### src/rtl/dtpair_pkg.sv
package dtpair_pkg;
    typedef enum logic [2:0] {
        ST_IDLE   = 3'd0,
        ST_HI_ON  = 3'd1,
        ST_LO_ON  = 3'd2,
        ST_GAP_HI = 3'd3,
        ST_GAP_LO = 3'd4,
        ST_INDEP  = 3'd5
    } leg_state_t;
endpackage

### src/rtl/dtpair_counter.sv
module dtpair_counter #(
    parameter int CNT_W = 11
) (
    input  logic             clk,
    input  logic             rst_n,
    input  logic             load,
    input  logic [CNT_W-1:0] load_val,
    output logic [CNT_W-1:0] cnt_q,
    output logic             expire
);
    localparam logic [CNT_W-1:0] ONE = CNT_W'(1);

    always_ff @(posedge clk or negedge rst_n) begin
        if (!rst_n)             cnt_q <= '0;
        else if (load)          cnt_q <= load_val;
        else if (cnt_q != '0)   cnt_q <= cnt_q - ONE;
    end

    // Last cycle of a running deadtime
    assign expire = (cnt_q == ONE);

    // A load takes effect at the next edge
    assert_load_R6: assert property (@(posedge clk) disable iff (!rst_n)
        load |=> (cnt_q == $past(load_val)));

    // Without a load, a running count steps down by one
    assert_step_R3: assert property (@(posedge clk) disable iff (!rst_n)
        (!load && cnt_q != '0) |=> (cnt_q == $past(cnt_q) - ONE));
endmodule

### src/rtl/dtpair_leg.sv
module dtpair_leg
    import dtpair_pkg::*;
#(
    parameter int CNT_W = 11
) (
    input  logic             clk,
    input  logic             rst_n,
    input  logic             pwm_a_in,
    input  logic             pwm_b_in,
    input  logic [CNT_W-1:0] dead_rise,
    input  logic [CNT_W-1:0] dead_fall,
    input  logic             indep_mode,
    output logic             gate_hi,
    output logic             gate_lo
);
    leg_state_t       state_q, state_d;
    logic             ld;
    logic [CNT_W-1:0] ld_val;
    logic [CNT_W-1:0] cnt;
    logic             expire;
    logic [1:0]       pass_q;

    dtpair_counter #(.CNT_W(CNT_W)) u_cnt (
        .clk      (clk),
        .rst_n    (rst_n),
        .load     (ld),
        .load_val (ld_val),
        .cnt_q    (cnt),
        .expire   (expire)
    );

    // State register and independent-mode sample register
    always_ff @(posedge clk or negedge rst_n) begin
        if (!rst_n) begin
            state_q <= ST_IDLE;
            pass_q  <= 2'b00;
        end else begin
            state_q <= state_d;
            pass_q  <= {pwm_a_in, pwm_b_in};
        end
    end

    // Next state and counter load
    always_comb begin
        state_d = state_q;
        ld      = 1'b0;
        ld_val  = '0;
        if (indep_mode) begin
            state_d = ST_INDEP;           // bypass
            ld      = 1'b1;
        end else begin
            unique case (state_q)
                ST_INDEP: state_d = ST_IDLE;  // rejoin
                ST_IDLE, ST_HI_ON, ST_LO_ON, ST_GAP_HI, ST_GAP_LO: begin
                    if (pwm_a_in && (state_q == ST_IDLE || state_q == ST_LO_ON
                                     || state_q == ST_GAP_LO)) begin
                        // go-hi
                        ld      = 1'b1;
                        ld_val  = dead_rise;
                        state_d = (dead_rise == '0) ? ST_HI_ON : ST_GAP_HI;
                    end else if (!pwm_a_in && (state_q == ST_IDLE || state_q == ST_HI_ON
                                               || state_q == ST_GAP_HI)) begin
                        // go-lo
                        ld      = 1'b1;
                        ld_val  = dead_fall;
                        state_d = (dead_fall == '0) ? ST_LO_ON : ST_GAP_LO;
                    end else if (expire && state_q == ST_GAP_HI) begin
                        state_d = ST_HI_ON;
                    end else if (expire && state_q == ST_GAP_LO) begin
                        state_d = ST_LO_ON;
                    end
                end
                default: state_d = ST_IDLE;
            endcase
        end
    end

    // Output decode
    always_comb begin
        gate_hi = 1'b0;
        gate_lo = 1'b0;
        unique case (state_q)
            ST_HI_ON: gate_hi = 1'b1;
            ST_LO_ON: gate_lo = 1'b1;
            ST_INDEP: begin
                gate_hi = pass_q[1];
                gate_lo = pass_q[0];
            end
            default: ;
        endcase
    end

    assert_no_overlap_R2: assert property (@(posedge clk) disable iff (!rst_n)
        !indep_mode |=> !(gate_hi && gate_lo));

    assert_gap_start_R3: assert property (@(posedge clk) disable iff (!rst_n)
        (state_q == ST_LO_ON && !indep_mode && pwm_a_in && dead_rise != '0)
        |=> (!gate_hi && !gate_lo));

    assert_gap_start_R4: assert property (@(posedge clk) disable iff (!rst_n)
        (state_q == ST_HI_ON && !indep_mode && !pwm_a_in && dead_fall != '0)
        |=> (!gate_hi && !gate_lo));

    assert_zero_swap_R5: assert property (@(posedge clk) disable iff (!rst_n)
        (state_q == ST_LO_ON && !indep_mode && pwm_a_in && dead_rise == '0)
        |=> (gate_hi && !gate_lo));

    assert_on_idle_cnt_R3: assert property (@(posedge clk) disable iff (!rst_n)
        (state_q == ST_HI_ON || state_q == ST_LO_ON) |-> (cnt == '0));

    assert_reverse_R6: assert property (@(posedge clk) disable iff (!rst_n)
        (state_q == ST_GAP_HI && !indep_mode && !pwm_a_in) |=> !gate_hi);

    assert_pass_R7: assert property (@(posedge clk) disable iff (!rst_n)
        indep_mode |=> (gate_hi == $past(pwm_a_in) && gate_lo == $past(pwm_b_in)));

    assert_rejoin_R8: assert property (@(posedge clk) disable iff (!rst_n)
        (state_q == ST_INDEP && !indep_mode) |=> (!gate_hi && !gate_lo));
endmodule

### config.mk
export PLATFORM = sky130hd
export DESIGN_NAME = dtpair_leg
export DESIGN_NICKNAME = d
export VERILOG_FILES = /design/src/rtl/dtpair_pkg.sv /design/src/rtl/dtpair_counter.sv /design/src/rtl/dtpair_leg.sv
export SDC_FILE = /design/constraint.sdc
export NUM_CORES = 1
export LEC_CHECK = 0
export BUFFER_PORTS_ARGS = -buffer_cell sky130_fd_sc_hd__buf_2
export CORE_MARGIN = 3
export CORE_UTILIZATION = 41
export CTS_BUF_LIST = sky130_fd_sc_hd__clkbuf_16
export DETAILED_ROUTE_END_ITERATION = 10
export PLACE_DENSITY_LB_ADDON = 0.1
export SLEW_MARGIN = 20
export SYNTH_ARGS = -nofsm -noshare
export SYNTH_HDL_FRONTEND = slang
export SYNTH_SLANG_ARGS = --single-unit
### constraint.sdc
create_clock -name clk -period 2.3 [get_ports clk]
set_input_delay 0.23 -clock clk [delete_from_list [all_inputs] [get_ports clk]]
set_output_delay 0.23 -clock clk [all_outputs]
set_load 0.05 [all_outputs]
==> flow_results.org <==
** Outcome
- Status :: complete, no violations

** Timing
- Based on the critical path, the design can be clocked at up to roughly 500 MHz.
- Clock Skew :: 2.78 ps
- For the pin with the worst max-slew slack, the measured transition is 676 ps.
- Fin crit period :: between 1500 and 2000 ps
- The worst pin sits at a relative slew slack of 0.548.
- Final number of setup-violating endpoints :: 0
- Final Cycle Share :: 0.863
- Number of pins with negative max-slew slack in the final report :: 0
- Setup repair after global routing left no endpoint under its margin.
- In the final timing run, aggregate negative setup slack is 0 ps.
- The number of hold-slack violations in the final timing report was 0.

** GRT
- Wire length of the first global-routing pass :: 5090 um
- Entering global routing, the biggest net connects 17 pins.
- Final global-route overflow total :: 0
- The initial antenna violation count came to 0.
- Vias in the first global route :: roughly 1100
- All-layer global routing usage :: 0.194

** Floorplanning
- Die area :: 3470 sq um
- The die is 58.9 um tall.
- In this run the horizontal extent of the chip is 58.9 um.
- Count of boundary I/O pins :: 29
- Number of placement rows :: 18
- The initial utilization of the core area, before any placement, comes to 0.446.
- The region available for standard cell placement spans about 2600 sq um.

** Logic synthesis
- Gate Count Post-Synth :: 127
- dfrtp_1 takes more of the synthesized area than any other cell.
- Cell area after synthesis :: 1150 sq um
- Net count after synthesis :: ~160
- Most frequent cell after synthesis :: dfrtp_1
- After synthesis, the mean cell area works out to 9.02 sq um.
- Yosys printed 0 warnings.
- Seq cells post-synth :: 16
- Of the post-synthesis cell area, the dominant cell type holds 0.349.
- The synthesized design contains 0 enable-type register cells.
- Sequential share of the synthesized area :: 0.349
- The most used flip-flop cell after synthesis is dfrtp_1.
- After synthesis, the most frequently instantiated cells are dfrtp_1, nor2_1, a22oi_1.
- In this run, distinct cell masters in the synthesized netlist total 35.
- Synth top area cells :: dfrtp_1, a22o_1, a22oi_1, xor2_1, nor2_1
- Of all flip-flops after synthesis, the portion carrying an async set or reset was 1.00.

** Critical path
- STA classifies the critical path startpoint as a flop.
- The critical path is of the flop to flop type.
- Required time reported for the critical path endpoint :: 2440 ps
- Arrival time worst endpoint :: 2120 ps
- Kind of end point of the critical path :: flop
- Of all nets on the critical path, the largest fanout is 6.

** Cells and area
- Registers take 400 sq um.
- The repair_antennas step left the layout with diodes totalling 0.
- The final layout contains 190 nets.
- Multi-input gate area :: 701 sq um
- Number of filler instances in the final layout :: 241
- Total non-filler cell area in the finished layout :: about 1400 sq um
- Measured on the finished design, the core utilization comes to 0.560.
- Relative to the synthesized area, the layout overhead comes to 25.5%.
- Excluding fillers, the count of instances in the completed layout stands at 189.
- Of the cells placed in the final design, the portion with a size suffix greater than 1 is 0.270.

** Power and ir drop
- Design Power :: 1.53 mW
- For this design the static power due to leakage is 0.694 nW.
- The worst-case IR drop observed on VDD is roughly 0.73 mV.
- Cell Pwr Density :: 1060 nW/um^2

** Clocking
- CTS buffer count :: 3
- Maximum clock path buffer count :: 2
- For this design, the sink count on the clock tree is 16.
- Clock edge transition at the registers on the reported setup and hold paths :: 50 ps
- Depth of the CTS H-tree :: 1
- Clock insertion delay at the later pin of the skew report :: 250 ps
- Number of post-CTS setup repair buffers :: 0
- CTS placed an instance of clkbuf_16 at the clock tree root.
- TritonCTS built the clock tree.

** Placement
- Gpl congestion :: around 0.82
- Area of placed instances :: 1350 sq um
- Once detailed placement completed, the half-perimeter wirelength came to approximately 2300 um.
- Port buffering added 28 buffers.
- Count of placed standard cells including taps :: 184

** Run
- Across the run, the number of max-cap violations was 0.

** Routing
- Overall routed net length :: 3020 um
- First-pass iteration count of the detailed router :: 4
- The routed layout has 1133 vias.
- In this run, the number of DRC markers left after iteration 0 of detailed routing was a little over 40.
- Dividing the detail-routed wire length by the instance count gives roughly 16 um.
- The count of nets left with antenna violations once routing finished came out at 0.
- DRC Markers :: 0
- Vias per cell :: between 5 and 6

** Worst hold path
- The path class of the tightest hold or removal check is primary input to flop.
==> worst max-delay path, stage by stage, from the launching register on <==
cell	delay, ps
dfrtp_1	440
or4_4	600
nor4_4	330
a211oi_2	160
a2111oi_2	360
==> per-stage QoR <==
step                      setup WS, ps  hold slack (ps)
after floorplan                    465            -65.6
final                              316             89.3
after CTS                          172             87.4
after global placement             281              174
after global routing               215             88.6
after detailed placement           184              170
==> final timing paths <==
path,cells after the start,start,slack [ps],endpoint
max in group asynchronous,2,rst_n,1580,u_cnt.cnt_q[3]$_DFFE_PN0P_
hold / removal,1,pwm_b_in,90,pass_q[0]$_DFF_PN0_
min in group asynchronous,2,rst_n,440,pass_q[1]$_DFF_PN0_
setup / recovery,4,u_cnt.cnt_q[4]$_DFFE_PN0P_,320,state_q[1]$_DFFE_PN0P_
setup reg to reg,4,u_cnt.cnt_q[4]$_DFFE_PN0P_,320,state_q[1]$_DFFE_PN0P_
hold reg to reg,2,u_cnt.cnt_q[1]$_DFFE_PN0P_,620,u_cnt.cnt_q[1]$_DFFE_PN0P_
==> cells by family (layout without fill, tap and decap cells) <==
family | Yosys count | count (layout) | share of synthesized area
simple gates | 45 | 45 | 0.218
compound gates | 41 | 41 | 0.287
flops | 16 | 16 | 0.349
buf+inv | 13 | 45 | 0.0437
xor+xnor | 9 | 9 | 0.0688
fa+ha+maj | 3 | 3 | 0.0328
==> placed cells by master (no fill, tap or decap), types with 2 or more instances in the layout <==
cell type | synthesis | layout
a22oi_1 | 12 | 12
ha_1 | 3 | 3
buf_4 | 0 | 7
a22o_1 | 11 | 11
xnor2_1 | 3 | 3
nor2_1 | 13 | 13
nand2_1 | 11 | 11
xor2_1 | 6 | 6
dfrtp_1 | 16 | 16
a211o_1 | 2 | 2
nor3_1 | 2 | 2
a21oi_1 | 5 | 5
nor4_1 | 7 | 7
nand2b_1 | 3 | 3
clkbuf_16 | 0 | 3
buf_2 | 1 | 28
inv_1 | 5 | 5
==> power breakdown <==
group	internal (mW)	switching, mW	total [mW]
combinational	0.330	0.388	0.718
sequential	0.363	0.103	0.466
clock	0.231	0.114	0.345
==> cell type report <==
type / count / area share
Clock buffer: 3 / 0.0522
Clock inverter: 1 / 0.00261
Inverter: 5 / 0.0130
Multi-Input combinational cell: 98 / 0.487
Sequential cell: 16 / 0.278
Tap cell: 30 / 0.0261
Timing Repair Buffer: 36 / 0.141
==> metal layers <==
| layer | track usage | up-vias | share of wire |
|---|---|---|---|
| li1 | - | 547 | - |
| met1 | 0.282 | 533 | 0.48 |
| met2 | 0.284 | 49 | 0.44 |
| met3 | 0.0351 | 4 | 0.066 |
| met4 | 0.0712 | 0 | 0.010 |
| met5 | 0 | - | 0 |
==> registers in the layout, summed over array words and instances, names as in the netlist <==
signal	count
pass_q	2
state_q	3
u_cnt.cnt_q	11
==> what timing repair did <==
action / 4_1_cts / 5_1_grt
hold buffers: 1 / 0
endpoints found under the hold margin: 16 / 0
resized for setup: 0 / 0
Note: power is estimated with default switching activity, not from simulation.
